`config.mk`:
```
export PLATFORM = sky130hd
export DESIGN_NAME = phy_tune_writer
export DESIGN_NICKNAME = d
export VERILOG_FILES = /design/src/rtl/phy_tune_pkg.sv /design/src/rtl/tune_rst_sync.sv /design/src/rtl/tune_step_timer.sv /design/src/rtl/tune_bit_seq.sv /design/src/rtl/tune_ctrl_word.sv /design/src/rtl/phy_tune_writer.sv
export SDC_FILE = /design/constraint.sdc
export NUM_CORES = 1
export LEC_CHECK = 0
export ABC_AREA = 0
export ABC_CLOCK_PERIOD_IN_PS = 2700
export BUFFER_PORTS_ARGS = -buffer_cell sky130_fd_sc_hd__buf_4
export CORE_ASPECT_RATIO = 0.75
export CORE_UTILIZATION = 45
export CTS_CLUSTER_SIZE = 14
export DETAILED_ROUTE_END_ITERATION = 8
export PLACE_DENSITY_LB_ADDON = 0.25
export SLEW_MARGIN = 40
export SYNTH_ARGS = -nofsm -noshare
export SYNTH_HDL_FRONTEND = slang
export SYNTH_HIERARCHICAL = 1
export SYNTH_SLANG_ARGS = --single-unit
export TNS_END_PERCENT = 1
```
`constraint.sdc`:
```
create_clock -name clk -period 2.7 [get_ports clk]
set_input_delay 0.27 -clock clk [delete_from_list [all_inputs] [get_ports clk]]
set_output_delay 0.27 -clock clk [all_outputs]
set_load 0.1 [all_outputs]
```
`src/rtl/phy_tune_pkg.sv`:
```
package phy_tune_pkg;

  // Step of a bit-serial transfer; IDLE means no transfer is running.
  typedef enum logic [2:0] {
    PH_IDLE   = 3'd0,
    PH_CLEAR  = 3'd1,
    PH_ADDR   = 3'd2,
    PH_DATA   = 3'd3,
    PH_STB_HI = 3'd4,
    PH_STB_LO = 3'd5
  } phase_e;

  // Position of the serial data bit inside the control word.
  localparam int DATA_POS = 7;
  // Lowest bit of the address field inside the control word.
  localparam int ADDR_LSB = 8;

endpackage

```
`src/rtl/tune_rst_sync.sv`:
```
module tune_rst_sync (
  input  logic clk,
  input  logic rst_n,
  output logic rst_sync_n
);

  logic meta_q;
  logic hold_q;

  always_ff @(posedge clk or negedge rst_n) begin
    if (!rst_n) begin
      meta_q <= 1'b0;
      hold_q <= 1'b0;
    end else begin
      meta_q <= 1'b1;
      hold_q <= meta_q;
    end
  end

  assign rst_sync_n = hold_q;

endmodule

```
`src/rtl/tune_step_timer.sv`:
```
module tune_step_timer #(
  parameter int LEN_W = 4
) (
  input  logic             clk,
  input  logic             rst_n,
  input  logic             start,
  input  logic [LEN_W-1:0] len,
  output logic             expire
);

  logic [LEN_W-1:0] cnt_q;
  logic [LEN_W-1:0] cnt_d;
  logic             cnt_en;

  // A zero length behaves as one cycle per step.
  always_comb begin
    cnt_en = 1'b0;
    cnt_d  = cnt_q;
    if (start) begin
      cnt_en = 1'b1;
      cnt_d  = (len == '0) ? '0 : len - LEN_W'(1);
    end else if (cnt_q != '0) begin
      cnt_en = 1'b1;
      cnt_d  = cnt_q - LEN_W'(1);
    end
  end

  always_ff @(posedge clk or negedge rst_n) begin
    if (!rst_n) begin
      cnt_q <= '0;
    end else if (cnt_en) begin
      cnt_q <= cnt_d;
    end
  end

  assign expire = (cnt_q == '0);

endmodule

```
`src/rtl/tune_bit_seq.sv`:
```
module tune_bit_seq
  import phy_tune_pkg::*;
#(
  parameter int VAL_W  = 8,
  parameter int ADDR_W = 8,
  parameter int CNT_W  = 4,
  parameter int LEN_W  = 4,
  parameter int IDX_W  = 3,
  parameter int LANE_W = 2
) (
  input  logic              clk,
  input  logic              rst_n,
  input  logic              req_valid,
  input  logic [LANE_W-1:0] req_lane,
  input  logic [ADDR_W-1:0] req_addr,
  input  logic [VAL_W-1:0]  req_value,
  input  logic [CNT_W-1:0]  req_count,
  input  logic              req_clear,
  input  logic [LEN_W-1:0]  phase_len,
  input  logic              expire,
  output phase_e            phase_d,
  output logic              enter,
  output logic [LANE_W-1:0] lane_d,
  output logic [ADDR_W-1:0] addr_d,
  output logic              bit_d,
  output logic [LEN_W-1:0]  len_d,
  output logic              busy,
  output logic              done
);

  phase_e             phase_q;
  logic [IDX_W-1:0]   idx_q,  idx_d;
  logic [LANE_W-1:0]  lane_q;
  logic [ADDR_W-1:0]  base_q, base_d;
  logic [VAL_W-1:0]   val_q,  val_d;
  logic [CNT_W-1:0]   cnt_q,  cnt_d;
  logic [LEN_W-1:0]   len_q;
  logic               done_q, done_d;
  logic               accept;
  logic               last_bit;
  logic [CNT_W-1:0]   eff_cnt;

  assign accept   = (phase_q == PH_IDLE) && req_valid;
  assign eff_cnt  = (req_count > CNT_W'(VAL_W)) ? CNT_W'(VAL_W) : req_count;
  assign last_bit = ((CNT_W'(idx_q) + CNT_W'(1)) == cnt_q);

  always_comb begin
    phase_d = phase_q;
    idx_d   = idx_q;
    lane_d  = lane_q;
    base_d  = base_q;
    val_d   = val_q;
    cnt_d   = cnt_q;
    len_d   = len_q;
    done_d  = 1'b0;
    enter   = 1'b0;
    if (phase_q == PH_IDLE) begin
      if (accept) begin
        lane_d = req_lane;
        base_d = req_addr;
        val_d  = req_value;
        cnt_d  = eff_cnt;
        len_d  = phase_len;
        idx_d  = '0;
        if (eff_cnt == '0) begin
          done_d = 1'b1;
        end else begin
          phase_d = req_clear ? PH_CLEAR : PH_ADDR;
          enter   = 1'b1;
        end
      end
    end else if (expire) begin
      enter = 1'b1;
      unique case (phase_q)
        PH_CLEAR:  phase_d = PH_ADDR;
        PH_ADDR:   phase_d = PH_DATA;
        PH_DATA:   phase_d = PH_STB_HI;
        PH_STB_HI: phase_d = PH_STB_LO;
        PH_STB_LO: begin
          if (last_bit) begin
            phase_d = PH_IDLE;
            enter   = 1'b0;
            done_d  = 1'b1;
          end else begin
            phase_d = PH_ADDR;
            idx_d   = idx_q + IDX_W'(1);
          end
        end
        default: phase_d = PH_IDLE;
      endcase
    end
  end

  assign addr_d = base_d + ADDR_W'(idx_d);
  assign bit_d  = val_d[idx_d];

  always_ff @(posedge clk or negedge rst_n) begin
    if (!rst_n) begin
      phase_q <= PH_IDLE;
      idx_q   <= '0;
      lane_q  <= '0;
      base_q  <= '0;
      val_q   <= '0;
      cnt_q   <= '0;
      len_q   <= '0;
      done_q  <= 1'b0;
    end else begin
      phase_q <= phase_d;
      idx_q   <= idx_d;
      done_q  <= done_d;
      if (accept) begin
        lane_q <= lane_d;
        base_q <= base_d;
        val_q  <= val_d;
        cnt_q  <= cnt_d;
        len_q  <= len_d;
      end
    end
  end

  assign busy = (phase_q != PH_IDLE);
  assign done = done_q;


  stray_req_ignored_chk: assert property (@(posedge clk) disable iff (!rst_n)
    (busy && req_valid) |=> ($stable(lane_q) && $stable(base_q) && $stable(val_q) && $stable(cnt_q)));


  zero_count_done_chk: assert property (@(posedge clk) disable iff (!rst_n)
    (!busy && req_valid && req_count == '0) |=> (done && !busy));

endmodule

```
`src/rtl/tune_ctrl_word.sv`:
```
module tune_ctrl_word
  import phy_tune_pkg::*;
#(
  parameter int NUM_LANES = 4,
  parameter int ADDR_W    = 8,
  parameter int LANE_W    = 2,
  parameter int WORD_W    = 16
) (
  input  logic                 clk,
  input  logic                 rst_n,
  input  logic                 enter,
  input  phase_e               phase_d,
  input  logic [LANE_W-1:0]    lane_d,
  input  logic [ADDR_W-1:0]    addr_d,
  input  logic                 bit_d,
  output logic [WORD_W-1:0]    word,
  output logic [NUM_LANES-1:0] strb
);

  logic [WORD_W-1:0] word_q;
  logic [WORD_W-1:0] word_d;
  logic [WORD_W-1:0] lane_mask;

  // Strobe of lane n lives at control bit 2*n.
  always_comb begin
    lane_mask = '0;
    lane_mask[{lane_d, 1'b0}] = 1'b1;
  end

  always_comb begin
    word_d = word_q;
    if (enter) begin
      unique case (phase_d)
        PH_CLEAR:  word_d = '0;
        PH_ADDR:   word_d[WORD_W-1:ADDR_LSB] = addr_d;
        PH_DATA: begin
          word_d           = word_q & ~lane_mask;
          word_d[DATA_POS] = bit_d;
        end
        PH_STB_HI: word_d = word_q | lane_mask;
        PH_STB_LO: word_d = word_q & ~lane_mask;
        default:   word_d = word_q;
      endcase
    end
  end

  always_ff @(posedge clk or negedge rst_n) begin
    if (!rst_n) begin
      word_q <= '0;
    end else if (enter) begin
      word_q <= word_d;
    end
  end

  for (genvar g = 0; g < NUM_LANES; g++) begin : g_strb_tap
    assign strb[g] = word_q[2*g];
  end

  assign word = word_q;


  single_strobe_chk: assert property (@(posedge clk) disable iff (!rst_n)
    $onehot0(strb));

endmodule

```
`src/rtl/phy_tune_writer.sv`:
```
module phy_tune_writer
  import phy_tune_pkg::*;
#(
  parameter int NUM_LANES = 4,
  parameter int ADDR_W    = 8,
  parameter int VAL_W     = 8,
  parameter int LEN_W     = 4,
  localparam int LANE_W   = (NUM_LANES > 1) ? $clog2(NUM_LANES) : 1,
  localparam int CNT_W    = $clog2(VAL_W + 1),
  localparam int IDX_W    = (VAL_W > 1) ? $clog2(VAL_W) : 1,
  localparam int WORD_W   = ADDR_W + ADDR_LSB
) (
  input  logic              clk,
  input  logic              rst_n,
  input  logic              req_valid,
  input  logic [LANE_W-1:0] req_lane,
  input  logic [ADDR_W-1:0] req_addr,
  input  logic [VAL_W-1:0]  req_value,
  input  logic [CNT_W-1:0]  req_count,
  input  logic              req_clear,
  input  logic [LEN_W-1:0]  phase_len,
  output logic [WORD_W-1:0] ctrl_word,
  output logic              busy,
  output logic              done
);

  logic              rst_i_n;
  logic              expire;
  logic              enter;
  phase_e            phase_d;
  logic [LANE_W-1:0] lane_d;
  logic [ADDR_W-1:0] addr_d;
  logic              bit_d;
  logic [LEN_W-1:0]  len_d;
  logic [NUM_LANES-1:0] strb;

  tune_rst_sync u_rst (
    .clk        (clk),
    .rst_n      (rst_n),
    .rst_sync_n (rst_i_n)
  );

  tune_step_timer #(.LEN_W(LEN_W)) u_timer (
    .clk    (clk),
    .rst_n  (rst_i_n),
    .start  (enter),
    .len    (len_d),
    .expire (expire)
  );

  tune_bit_seq #(
    .VAL_W (VAL_W), .ADDR_W(ADDR_W), .CNT_W(CNT_W),
    .LEN_W (LEN_W), .IDX_W (IDX_W),  .LANE_W(LANE_W)
  ) u_seq (
    .clk       (clk),
    .rst_n     (rst_i_n),
    .req_valid (req_valid),
    .req_lane  (req_lane),
    .req_addr  (req_addr),
    .req_value (req_value),
    .req_count (req_count),
    .req_clear (req_clear),
    .phase_len (phase_len),
    .expire    (expire),
    .phase_d   (phase_d),
    .enter     (enter),
    .lane_d    (lane_d),
    .addr_d    (addr_d),
    .bit_d     (bit_d),
    .len_d     (len_d),
    .busy      (busy),
    .done      (done)
  );

  tune_ctrl_word #(
    .NUM_LANES(NUM_LANES), .ADDR_W(ADDR_W), .LANE_W(LANE_W), .WORD_W(WORD_W)
  ) u_word (
    .clk     (clk),
    .rst_n   (rst_i_n),
    .enter   (enter),
    .phase_d (phase_d),
    .lane_d  (lane_d),
    .addr_d  (addr_d),
    .bit_d   (bit_d),
    .word    (ctrl_word),
    .strb    (strb)
  );


  busy_ends_with_done_chk: assert property (@(posedge clk) disable iff (!rst_i_n)
    busy |=> (busy || done));


  strobe_only_when_busy_chk: assert property (@(posedge clk) disable iff (!rst_i_n)
    (|strb) |-> busy);


  fields_hold_under_strobe_chk: assert property (@(posedge clk) disable iff (!rst_i_n)
    (|strb) |=> $stable(ctrl_word[WORD_W-1:DATA_POS]));


  done_not_busy_chk: assert property (@(posedge clk) disable iff (!rst_i_n)
    done |-> !busy);

endmodule

```
==> results.json, run 1 <==
{
  "avgSynthCellArea_um2": 9.20,
  "synth.area.mux_share": 0.0511,
  "initial_utilization": 0.464,
  "yosysUniqueCellTypes": 52,
  "grt_overflow": 0,
  "yosys_warnings": 6,
  "num_vias": 2283,
  "multi_input_area_um2": 1460,
  "ctsLongestPathBuffers": 2,
  "synthXorXnorAreaFrac": 0.0442,
  "htreeDepth": 2,
  "drive_above_1_share": 0.264,
  "yosys.area_share.simple": 0.252,
  "wire_per_inst_um": 13.0,
  "syn_inst": 317,
  "drt-vias-per-instance": 5.10,
  "fmax_mhz": 371,
  "hold_viol": 0,
  "synth_flop_cell": "dfrtp_1",
  "critPathCaptureType": "flop",
  "hold_class": "in -> reg",
  "post-cts-setup-buffers": 0,
  "power_density_nw_per_um2": 1220,
  "dieArea_um2": 6810,
  "drc": 0,
  "clockRootBuffer": "clkbuf_8",
  "boundaryPins": 48,
  "fillers": 569,
  "grt_use_total": 0.188,
  "rows": 25,
  "crit_path_start_kind": "flop",
  "synth_most_common_cell": "nand2_1",
  "cts_tree": "built",
  "seq_area_um2": 1310,
  "netlist_area_um2": 2920,
  "peakVddDrop_mv": 0.492,
  "grt_pass1_wl_mm": 9.88,
  "setup_violations": 0,
  "synth-edff-count": 0,
  "grt_setup_unrepaired": "yes",
  "antenna_left": 0,
  "grt_max_degree": 51,
  "clk_latency_ns": 0.31,
  "yosys-top-cells-count": "99 x nand2_1, 52 x dfrtp_1, 15 x nand3_1, 13 x inv_1",
  "nets": 402,
  "critical_path.max_fanout": 5,
  "finalWirelength_mm": 5.81,
  "period_share": 0.997,
  "fin_crit_ns": 2.69,
  "drv_cap": 0,
  "chipHeight_um": 71.7,
  "cts_sinks": 52,
  "first_iter_violations": 142,
  "yosysTopAreaCellShare": 0.446,
  "areaGrowthSynthToFinish_pct": 19.3,
  "power_leakage_nw": 1.77,
  "slew_viol_final": 0,
  "synth_compound_area_frac": 0.104,
  "grt_pass1_vias": 2101,
  "path_class": "reg -> reg",
  "power.total_mw": 4.24,
  "seq_area_frac_synth": 0.446,
  "outcome": "complete, no violations",
  "post-route-util": 0.553,
  "yosys.area.top_type": "dfrtp_1",
  "worstPathArrival_ns": 2.89,
  "clk_pin_slew_ns": 0.10,
  "synth_area_leaders": "dfrtp_1 45%, nand2_1 13%, mux2i_1 3.4%",
  "synth_top_family_by_area": "simple AND/OR/NAND/NOR gates",
  "clock_skew_ns": 0.00858,
  "fin_hold_ws_ns": 0.171,
  "dieWidth_um": 95.0,
  "antenna_found_initial": 0,
  "synth-async-reset-ratio": 1.00,
  "synth_fa_ha_area_frac": 0.0283,
  "port_buffers": 44,
  "max_slew_margin": 0.577,
  "dpl.hpwl_mm": 4.29,
  "crit_required_ns": 2.90,
  "firstDrtPassIters": 4,
  "core_region_area_um2": 6290,
  "worstMarginPinSlew_ns": 0.634,
  "num_antenna_cells": 0,
  "place_congestion": 0.771,
  "cts_made_buffers": 5,
  "synth-seq-cells": 52
}
==> power by group <==
group          internal (mW)  switching (mW)
Combinational          0.887            1.64
Sequential              1.09           0.176
Clock                  0.185           0.260
==> state kept, by name, summed over array words and instances, names as in the netlist <==
signal            flops
u_seq/len_q           4
u_seq/base_q          8
u_rst/meta_q          1
u_seq/val_q           8
u_seq/lane_q          2
u_timer/cnt_q         4
u_seq/idx_q           3
u_word/word          13
u_seq/phase_q         3
u_seq/cnt_q           4
u_rst/rst_sync_n      1
u_seq/done            1
==> area by class of cell <==
cell class,count,share of cell area
Tap cell,81,0.0291
Timing Repair Buffer,63,0.137
Inverter,13,0.0147
Sequential cell,52,0.375
Clock buffer,6,0.0209
Clock inverter,2,0.00468
Multi-Input combinational cell,231,0.419
==> worst paths after layout <==
path	startpoint	to	slack, ns	cells after the start
setup / recovery	u_timer/cnt_q[0]	u_word/word[12]	0.008	14
hold / removal	req_value[2]	u_seq/val_q[2]	0.17	3
setup reg to reg	u_timer/cnt_q[0]	u_word/word[12]	0.008	14
hold reg to reg	u_rst/rst_sync_n	u_seq/idx_q[1]	0.36	0
max in group asynchronous	u_rst/rst_sync_n	u_seq/phase_q[2]	1.92	0
min in group asynchronous	rst_n	u_rst/rst_sync_n	0.28	2
==> repair_timing <==
action | 4_1_cts | 5_1_grt
resized for setup | 0 | 1
endpoints found under the hold margin | 2 | 0
hold buffers | 1 | 0
setup endpoints to repair | 0 | 13
==> metal layers <==
| layer | vias to the layer above | GRT usage | share of wire |
|---|---|---|---|
| met4 | 0 | 0.0455 | 0.0093 |
| met2 | 49 | 0.285 | 0.45 |
| met3 | 7 | 0.0393 | 0.041 |
| met5 | - | 0 | 0 |
| met1 | 1077 | 0.276 | 0.50 |
| li1 | 1150 | - | - |
==> cell usage in the layout (no fill, tap or decap), drive strengths merged, types with 2 or more instances in the layout <==
master  count
nand3      16
nand2     100
a21oi       9
nor3b       2
mux2        4
inv        13
clkbuf      6
nor4b       2
o31ai      11
nand3b      5
conb        4
nor3        5
nand2b      3
dfrtp      52
xor2        4
ha          5
nor2       10
buf        62
xnor2       6
o211ai      8
mux2i      10
o21ai       6
==> worst max-delay path, cell delays in order, from the launching register on <==
cell,delay (ns)
dfrtp_1,0.41
inv_1,0.07
ha_2,0.20
nor3b_4,0.20
nand4b_1,0.13
o21bai_4,0.22
mux2_4,0.23
inv_4,0.04
ha_4,0.15
fa_2,0.40
a21oi_2,0.20
nor2_1,0.07
a2bb2oi_1,0.13
nand3_1,0.08
nand2_1,0.05
==> through the flow <==
step	instances	instance area (um2)	setup slack, ns	setup TNS, ns
floorplan	319	2970	-0.00896	-0.00896
finish	448	3480	0.00758	0
global placement	439	3370	0.109	0
global route	448	3480	-0.159	-0.452
detailed placement	439	3370	0.0368	0
CTS	448	3470	0.0212	0
==> cells by family after synthesis <==
group,after synthesis
other,2
AOI/OAI and AO/OA,43
and+or+nand+nor,153
xor gates and xnor gates,11
muxes,14
DFF,52
buffers and inverters,36
adders and majority gates,6
No activity file was read; power rests on OpenSTA's default activity.
==> run 2: changes to the inputs <==
--- a/config.mk
+++ b/config.mk
@@ -12,10 +12,10 @@
 export CORE_UTILIZATION = 45
 export CTS_CLUSTER_SIZE = 14
 export DETAILED_ROUTE_END_ITERATION = 8
+export HOLD_SLACK_MARGIN = 0.02
 export PLACE_DENSITY_LB_ADDON = 0.25
 export SLEW_MARGIN = 40
 export SYNTH_ARGS = -nofsm -noshare
 export SYNTH_HDL_FRONTEND = slang
-export SYNTH_HIERARCHICAL = 1
 export SYNTH_SLANG_ARGS = --single-unit
 export TNS_END_PERCENT = 1
==> results.json, run 2 <==
{
  "drv_cap": 0,
  "first_iter_violations": 146,
  "synth-async-reset-ratio": 1.00,
  "yosys-top-cells-count": "52 x dfrtp_1, 44 x nand2_1, 19 x nor2_1, 19 x o21ai_0, 17 x inv_1",
  "port_buffers": 44,
  "dieWidth_um": 96.2,
  "ctsLongestPathBuffers": 2,
  "syn_inst": 307,
  "critPathCaptureType": "flop",
  "final_common_cell": "buf_4",
  "grt_max_degree": 27,
  "seq_area_frac_synth": 0.434,
  "place_inst": 451,
  "path_class": "reg -> reg",
  "hold_class": "in -> reg",
  "clk_pin_slew_ns": 0.09,
  "finalWirelength_mm": 7.02,
  "rr_worst_depth": 13,
  "crit_required_ns": 2.90,
  "antenna_found_initial": 0,
  "drc": 0,
  "synth-edff-count": 0,
  "grt_pass1_wl_mm": 11.1,
  "initial_utilization": 0.472,
  "clock_skew_ns": 0.00733,
  "yosys.area.top_type": "dfrtp_1",
  "grt_overflow": 0,
  "clockRootBuffer": "clkbuf_8",
  "setup_violations": 6,
  "grt_use_total": 0.211,
  "setup_tns_ns": -0.372,
  "clk_latency_ns": 0.30,
  "critPathMostFrequentCell": "nor2_4",
  "outcome": "complete, but fails checks",
  "synth_most_common_cell": "dfrtp_1",
  "largest_reg_flops": 13,
  "critical_path.max_fanout": 3,
  "chipHeight_um": 72.7,
  "holdPathStages": 3,
  "failed_checks": "negative setup slack",
  "crit_path_start_kind": "flop",
  "yosysUniqueCellTypes": 59,
  "netlist_area_um2": 3000,
  "slowest_delay_ns": 0.42,
  "fin_crit_ns": 2.84,
  "nets": 419,
  "postLayoutSetupSlackWorst_ns": -0.145,
  "synth_flop_cell": "dfrtp_1",
  "antenna_left": 0,
  "num_vias": 2501,
  "grt_pass1_vias": 2337,
  "synth-seq-cells": 52,
  "drive_above_1_share": 0.339,
  "htreeDepth": 2,
  "dieArea_um2": 6990,
  "num_antenna_cells": 0,
  "final_cell_count_no_fill": 465,
  "critPathSlowestCell": "dfrtp_1",
  "final_cell_mix": "83 x buf_4, 51 x dfrtp_1, 43 x nand2_1",
  "core_region_area_um2": 6350,
  "yosysTopAreaCellShare": 0.434,
  "power_density_nw_per_um2": 1220,
  "wire_per_inst_um": 15.1,
  "worstPathArrival_ns": 3.05,
  "max_slew_margin": 0.633,
  "firstDrtPassIters": 4,
  "dpl.hpwl_mm": 5.15,
  "slew_viol_final": 0,
  "peakVddDrop_mv": 0.533,
  "cts_tree": "built",
  "avgSynthCellArea_um2": 9.76,
  "yosys_warnings": 0,
  "cts_made_buffers": 5,
  "areaGrowthSynthToFinish_pct": 28.4,
  "period_share": 1.05,
  "fmax_mhz": 352,
  "worstMarginPinSlew_ns": 0.551,
  "grt_setup_unrepaired": "yes",
  "crit_chain": "ha_4, xor2_2, nor3_2, a21boi_4, nor2_4, a31o_4, ha_4, nor2_4, nor2_4, nand4_1, a211oi_2, xor2_1, a22o_1",
  "boundaryPins": 48,
  "drt-vias-per-instance": 5.38,
  "synth_area_leaders": "dfrtp_1 43%, nand2_1 5.5%, mux2i_1 5.3%",
  "hold_viol": 0,
  "rows": 25,
  "cts_sinks": 52,
  "power_leakage_nw": 1.80,
  "place_congestion": 0.838
}
==> run 2: cell types whose count changed in the layout (fill, tap and decap cells not counted), moves of 6 or more <==
cell,previous run,this run
mux2i_1,10,16
nand2_1,98,43
buf_4,62,83
nand3_1,15,5
o21ai_0,5,19
o211ai_1,8,0
a21oi_1,7,13
==> run 2: what timing repair did <==
item	CTS	global route
setup endpoints to repair	6	11
endpoints found under the hold margin	2	0
resized for setup	1	12
hold buffers	1	0
pin swaps	0	15
buffers inserted	1	4
==> run 2: path summary, 6_finish.rpt <==
check | start | slack, ns | end
max in group asynchronous | u_rst.rst_sync_n | 1.68 | u_seq.val_q[0]
hold / removal | req_addr[2] | 0.18 | u_seq.base_q[2]
setup reg to reg | u_seq.idx_q[0] | -0.14 | u_word.word[15]
hold reg to reg | u_rst.rst_sync_n | 0.26 | u_seq.cnt_q[2]
min in group asynchronous | u_rst.rst_sync_n | 0.26 | u_seq.cnt_q[2]
setup / recovery | u_seq.idx_q[0] | -0.14 | u_word.word[15]
==> run 2: worst max-delay path, delay by kind of cell, from the launching register on <==
kind                     cells  cell delay, ns
adder cells (fa/ha/maj)      2            0.54
AO/OA/AOI/OAI                4            0.96
XOR/XNOR                     2            0.24
flip-flops                   1            0.42
AND/OR/NAND/NOR              5            0.57
==> run 2: kinds of logic after synthesis <==
family / Yosys count / share of synthesized area
compound gates: 80 / 0.190
xor+xnor: 11 / 0.0322
fa+ha+maj: 6 / 0.0251
buf+inv: 34 / 0.0652
flops: 52 / 0.434
mux: 24 / 0.0873
other cells: 2 / 0.00251
simple gates: 98 / 0.163
==> run 2: area by class of cell <==
class,instances,area (um2)
sequential,52,1300
timing repair buffer,84,633
fill,543,2500
tap,81,101
inverter,17,63.8
clock buffer,8,90.1
multi-input combinational,223,1660
==> run 2: per-stage QoR <==
| stage | util | worst slack (ns) | hold WS [ns] | instance area (um2) | power, mW |
|---|---|---|---|---|---|
| floorplan | - | -0.189 | -0.0256 | 3080 | 3.37 |
| global placement | 0.573 | -0.0460 | 0.0525 | 3640 | 4.01 |
| detailed placement | 0.573 | -0.134 | 0.0529 | 3640 | 4.09 |
| CTS | 0.592 | -0.0928 | 0.167 | 3760 | 4.58 |
| global route | 0.606 | -0.243 | 0.173 | 3850 | 5.02 |
| finish | 0.606 | -0.145 | 0.178 | 3850 | 4.69 |
==> run 2: layer usage <==
layer  up-vias  track usage  wire length, um
li1       1226            -                -
met4         0       0.0498               29
met2        74        0.315             3170
met5         -            0                0
met1      1199        0.314             3400
met3         2       0.0448              428
==> run 2: power by group <==
group | internal (mW) | switching [mW]
Combinational | 1.14 | 1.78
Clock | 0.210 | 0.250
Sequential | 1.10 | 0.203
Total | 2.45 | 2.23
